## src/rtl/ilv_pkg.sv

```systemverilog
package ilv_pkg;

    // Which copy owns the current clock slot.
    typedef enum logic {
        TURN_A = 1'b0,
        TURN_B = 1'b1
    } turn_e;

    localparam int unsigned NUM_COPIES = 2;

endpackage : ilv_pkg

```

## src/rtl/ilv_turn_fsm.sv

```systemverilog
module ilv_turn_fsm
    import ilv_pkg::*;
(
    input  logic                  clk,
    input  logic                  rst_n,
    input  logic                  in_valid,
    output turn_e                 turn,
    output logic [NUM_COPIES-1:0] load_en
);

    turn_e turn_q;
    turn_e turn_d;

    // Next-state logic: flip on every edge, whatever the valid input is.
    always_comb begin
        unique case (turn_q)
            TURN_A:  turn_d = TURN_B;   // A_TO_B
            TURN_B:  turn_d = TURN_A;   // B_TO_A
            default: turn_d = TURN_A;
        endcase
    end

    // State register.
    always_ff @(posedge clk) begin
        if (!rst_n) turn_q <= TURN_A;
        else        turn_q <= turn_d;
    end

    // Output decode: only the owning copy may load, and only for a valid slot.
    always_comb begin
        load_en = '0;
        unique case (turn_q)
            TURN_A:  load_en[0] = in_valid;
            TURN_B:  load_en[1] = in_valid;
            default: load_en    = '0;
        endcase
    end

    assign turn = turn_q;

    AST_TOGGLE_FLIP: assert property (@(posedge clk) disable iff (!rst_n)
        $past(rst_n) |-> (turn_q != $past(turn_q)));

endmodule : ilv_turn_fsm

```

## src/rtl/ilv_hold_reg.sv

```systemverilog
module ilv_hold_reg #(
    parameter int unsigned DATA_W = 16
) (
    input  logic              clk,
    input  logic              rst_n,
    input  logic              load_en,
    input  logic [DATA_W-1:0] d,
    output logic [DATA_W-1:0] q
);

    always_ff @(posedge clk) begin
        if (!rst_n)       q <= '0;
        else if (load_en) q <= d;
    end

    AST_HOLD_STABLE: assert property (@(posedge clk) disable iff (!rst_n)
        ($past(rst_n) && !$past(load_en)) |-> $stable(q));

endmodule : ilv_hold_reg

```

## src/rtl/ilv_slow_fn.sv

```systemverilog
module ilv_slow_fn #(
    parameter int unsigned DATA_W = 16
) (
    input  logic [DATA_W-1:0] operand,
    output logic [DATA_W-1:0] result
);

    localparam int unsigned HALF_W = DATA_W / 2;

    logic [DATA_W-1:0] hi_ext;
    logic [DATA_W-1:0] lo_ext;

    // Two-cycle path: the operand is held stable for two periods by its register.
    always_comb begin
        hi_ext = {{(DATA_W-HALF_W){1'b0}}, operand[DATA_W-1:HALF_W]};
        lo_ext = {{(DATA_W-HALF_W){1'b0}}, operand[HALF_W-1:0]};
        result = (hi_ext * lo_ext) + lo_ext;
    end

endmodule : ilv_slow_fn

```

## src/rtl/ilv_out_stage.sv

```systemverilog
module ilv_out_stage
    import ilv_pkg::*;
#(
    parameter int unsigned DATA_W = 16
) (
    input  logic                               clk,
    input  logic                               rst_n,
    input  logic                               in_valid,
    input  turn_e                              turn,
    input  logic [NUM_COPIES-1:0][DATA_W-1:0]  res_bus,
    output logic                               out_valid,
    output logic [DATA_W-1:0]                  out_data
);

    logic              v1_q;
    logic              v2_q;
    logic [DATA_W-1:0] res_sel;

    // The copy whose turn it is again has held its operand for two cycles.
    always_comb begin
        unique case (turn)
            TURN_A:  res_sel = res_bus[0];
            TURN_B:  res_sel = res_bus[1];
            default: res_sel = '0;
        endcase
    end

    always_ff @(posedge clk) begin
        if (!rst_n) begin
            v1_q      <= 1'b0;
            v2_q      <= 1'b0;
            out_valid <= 1'b0;
            out_data  <= '0;
        end else begin
            v1_q      <= in_valid;
            v2_q      <= v1_q;
            out_valid <= v2_q;
            if (v2_q) out_data <= res_sel;
        end
    end

    AST_OUT_HOLD: assert property (@(posedge clk) disable iff (!rst_n)
        ($past(rst_n) && !out_valid) |-> $stable(out_data));

endmodule : ilv_out_stage

```

## src/rtl/ilv_slow_wrap.sv

```systemverilog
module ilv_slow_wrap
    import ilv_pkg::*;
#(
    parameter int unsigned DATA_W = 16
) (
    input  logic              clk,
    input  logic              rst_n,
    input  logic              in_valid,
    input  logic [DATA_W-1:0] in_data,
    output logic              out_valid,
    output logic [DATA_W-1:0] out_data
);

    turn_e                              turn;
    logic [NUM_COPIES-1:0]              load_en;
    logic [NUM_COPIES-1:0][DATA_W-1:0]  held;
    logic [NUM_COPIES-1:0][DATA_W-1:0]  res_bus;

    ilv_turn_fsm u_turn (
        .clk      (clk),
        .rst_n    (rst_n),
        .in_valid (in_valid),
        .turn     (turn),
        .load_en  (load_en)
    );

    for (genvar c = 0; c < NUM_COPIES; c++) begin : g_copy
        ilv_hold_reg #(.DATA_W(DATA_W)) u_hold (
            .clk     (clk),
            .rst_n   (rst_n),
            .load_en (load_en[c]),
            .d       (in_data),
            .q       (held[c])
        );

        ilv_slow_fn #(.DATA_W(DATA_W)) u_fn (
            .operand (held[c]),
            .result  (res_bus[c])
        );
    end

    ilv_out_stage #(.DATA_W(DATA_W)) u_out (
        .clk       (clk),
        .rst_n     (rst_n),
        .in_valid  (in_valid),
        .turn      (turn),
        .res_bus   (res_bus),
        .out_valid (out_valid),
        .out_data  (out_data)
    );

    AST_VALID_LAT: assert property (@(posedge clk) disable iff (!rst_n)
        ($past(rst_n) && $past(rst_n, 2) && $past(rst_n, 3))
            |-> (out_valid == $past(in_valid, 3)));

    AST_RESET_CLEAR: assert property (@(posedge clk) disable iff (!rst_n)
        !$past(rst_n) |-> (!out_valid && (out_data == '0)));

endmodule : ilv_slow_wrap

```

## config.mk

```make
export PLATFORM = sky130hd
export DESIGN_NAME = ilv_slow_wrap
export DESIGN_NICKNAME = d
export VERILOG_FILES = /design/src/rtl/ilv_pkg.sv /design/src/rtl/ilv_turn_fsm.sv /design/src/rtl/ilv_hold_reg.sv /design/src/rtl/ilv_slow_fn.sv /design/src/rtl/ilv_out_stage.sv /design/src/rtl/ilv_slow_wrap.sv
export SDC_FILE = /design/constraint.sdc
export NUM_CORES = 1
export LEC_CHECK = 0
export BUFFER_PORTS_ARGS = -buffer_cell sky130_fd_sc_hd__buf_2
export CORE_UTILIZATION = 56
export DETAILED_ROUTE_END_ITERATION = 6
export HOLD_SLACK_MARGIN = 0.1
export PLACE_DENSITY = 0.72
export SYNTH_ARGS = -nofsm -noshare
export SYNTH_HDL_FRONTEND = slang
export SYNTH_SLANG_ARGS = --single-unit
```

## constraint.sdc

```tcl
create_clock -name clk -period 7.39 [get_ports clk]
set_clock_uncertainty 0.2 [all_clocks]
set_input_delay 1.1085 -clock clk [delete_from_list [all_inputs] [get_ports clk]]
set_output_delay 1.1085 -clock clk [all_outputs]
set_load 0.01 [all_outputs]
```

==> results.md <==
- Final instance area: 6960 sq um
- Slew Limit Fails: 0
- Area after DPL: 6820 sq um
- CTS resizes: 0
- Gr ovfl total: 0
- Die ar.: 12,200 sq um
- Worst slew margin: 0.397
- Reg2Reg Depth: 15
- Setup TNS after final layout: 0 ns
- Seq/Total Area, Yosys: 0.158
- FF-to-FF setup slack: 2.56 ns
- Worst Setup EP: u_out.out_data[13]$_SDFFE_PN0P_
- Share of the synthesized area in the top cell type: 0.267
- Hold Buf Count CTS: 0
- Final period util: 0.654
- Final Hold Viols: 0
- Clock Path Buffers: 2
- Worst skew pair latency: 0.29 ns
- Critical path data required time: between 7 and 8 ns
- RR Endpoint: u_out.out_data[13]$_SDFFE_PN0P_
- Clk root buf: clkbuf_16
- I/O Buffers: 35
- M2 GR Usage: 0.404
- # Post-CTS Setup Buffers: 0
- Yosys cell types: between 40 and 50
- Final wirelength: 13,800 microns
- Top Usage Layer GRT: met2
- Crit path kind: reg -> reg
- Vias after detailed routing: 5,034
- Pwr dens: 97.0 nW/um^2
- H-tree Lvls: 2
- Std-Cell Rows: 39
- Max-cap violations: 0
- Max FO, Critical Path: 10
- Number of routed nets with antenna violations: 0
- Worst min path class: reg -> reg
- Ys async rst share: 0
- Syn_nets: 948
- Reg clk slew, reported paths: 0.07 ns
- Arrival time at the worst endpoint: 4.83 ns
- Routed vias/inst: 5.46
- Final number of setup-violating endpoints: 0
- Main synth FF type: dfxtp_1
- Post-route setup slack: 2.56 ns
- Yosys Warn Count: 0
- F_max: 207 MHz
- N_diodes: 0
- Largest net degree at the start of global routing: 53
- Core area: 11,500 sq um
- Pre-antenna DRT Iters: 4
- WHS: 0.248 ns
- Initial drt markers: approximately 320
- WL/cell: 15.0 microns
- Layout area overhead: 5.46%
- Minimum clock period after layout: 4.83 ns
- Synth top cells by count: 130 x nand2_1, 127 x inv_1, 88 x fa_1
- Die W: 111 microns
- Final Util: 0.607
- Largest cells by area after synthesis: fa_1 27%, dfxtp_1 16%, ha_1 13%
- Synth Instances: 771
- Final #Nets: around 960
- Worst setup path startpoint: g_copy[0].u_hold.q[0]$_SDFFE_PN0P_
- CTS tree: built
- Ports: 36
- Chip height: 111 microns
- Most frequent cell after synthesis: nand2_1
- Worst setup EP type: register
- Initial Util: 0.576
- Leak: 3.66 nW
- GR Layer Usage met3: 0.0417
- Number of synthesized flops with an enable pin: 0
- Number of global-route vias before repair: 5,058
- TritonCTS Sinks: 52
- GR Util met1: 0.319
- Worst vdd ir: 0.154 mV
- GPL Wtd Cong: 0.879
- Placement Setup Slack: 2.55 ns
- Status: completed
- Netlist Area Pre-Place: 6600 sq um
- Mean Syn Cell Area: 8.56 sq um
- Area leader, netlist: fa_1
- Layout cells sized above 1: 0.0591
- Startpoint Class: register
- CTS Buf Count: 5
- Worst r2r src: g_copy[0].u_hold.q[0]$_SDFFE_PN0P_
- Tightest Pin Transition: between 0.9 and 1 ns
- Initial antenna violation count: 0
- FF+latch count, synth: 52
- DRC Markers: 0
- RSZ-0062 raised after global routing: false
- Dpl hpwl: 11,500 microns
- First-pass GRT wire length: 23,600 microns
- Global Route Usage Sum: 0.236
worst max-delay path: stages (launching register included):
cell,delay [ns]
dfxtp_1,0.58
nand2_1,0.14
fa_1,0.51
inv_1,0.07
fa_1,0.49
fa_1,0.55
inv_1,0.05
fa_1,0.49
inv_1,0.04
ha_1,0.32
a21oi_1,0.30
o211a_1,0.24
nor3_1,0.07
a2111oi_2,0.32
xor2_1,0.12
a221oi_1,0.24
routing by layer:
metal,vias to the layer above,wire (microns),part of all wire
met4,0,85,0.0062
met3,10,803,0.058
met2,142,6710,0.49
met1,2439,6190,0.45
li1,2443,-,-
met5,-,0,0
power by group:
| part | total [mW] | switching [mW] | internal (mW) |
|---|---|---|---|
| clock network | 0.229 | 0.103 | 0.126 |
| registers | 0.323 | 0.0292 | 0.294 |
| logic | 0.123 | 0.0714 | 0.0511 |
| total | 0.675 | 0.204 | 0.471 |
worst min-delay path by stage:
stage | end | slack (ns) | cells after the start | from
after floorplan | u_out.v2_q$_SDFF_PN0_ | 0.21 | 1 | u_out.v1_q$_SDFF_PN0_
after global placement | u_out.v2_q$_SDFF_PN0_ | 0.22 | 1 | u_out.v1_q$_SDFF_PN0_
after detailed placement | u_out.v2_q$_SDFF_PN0_ | 0.22 | 1 | u_out.v1_q$_SDFF_PN0_
after CTS | u_out.v2_q$_SDFF_PN0_ | 0.25 | 1 | u_out.v1_q$_SDFF_PN0_
after global routing | u_out.v2_q$_SDFF_PN0_ | 0.29 | 1 | u_out.v1_q$_SDFF_PN0_
final | u_out.v2_q$_SDFF_PN0_ | 0.25 | 1 | u_out.v1_q$_SDFF_PN0_
kinds of logic after synthesis:
group | synth area share
xor gates and xnor gates | 0.0212
muxes | 0.0184
DFF | 0.158
and+or+nand+nor | 0.185
adders and majority gates | 0.400
AOI/OAI and AO/OA | 0.123
buffers and inverters | 0.0944
through the flow:
step	cells	power (mW)
floorplan	771	0.409
global placement	914	0.449
detailed placement	914	0.452
CTS	922	0.684
global route	922	0.716
finish	922	0.675
sequential cells by signal, indices dropped and copies added, names as in the netlist:
register / count
g_copy.u_hold.q: 32
u_out.out_data: 16
u_out.out_valid: 1
u_out.v1_q: 1
u_out.v2_q: 1
u_turn.turn: 1
cell type report:
type                    count  area (sq um)
multi-input cells         556          4940
fillers                  1062          4510
flip-flops and latches     52          1040
inverters                 127           477
repair buffers             36           183
well taps                 143           179
clock buffers               6           129
clock inverters             2          16.3
placed cells by master, fill, tap and decap left out, types with 2 or more instances in the layout:
cell type    n
nand2_1    130
inv_1      127
fa_1        88
and2_1      82
ha_1        70
dfxtp_1     52
buf_2       35
a21boi_0    32
a21oi_1     23
o21ai_0     21
a21o_1      11
mux2i_1     11
nor2_1       8
xor2_1       8
xnor2_1      8
nand3_1      7
o211a_1      7
a211oi_1     5
clkbuf_16    5
nor2b_1      4
nand3b_1     4
or3_1        4
o211ai_1     4
nand4_1      3
o31ai_1      2
and3_1       2
o21bai_1     2
nor3_1       2
a31oi_1      2
No activity file was read; power rests on OpenSTA's default activity.
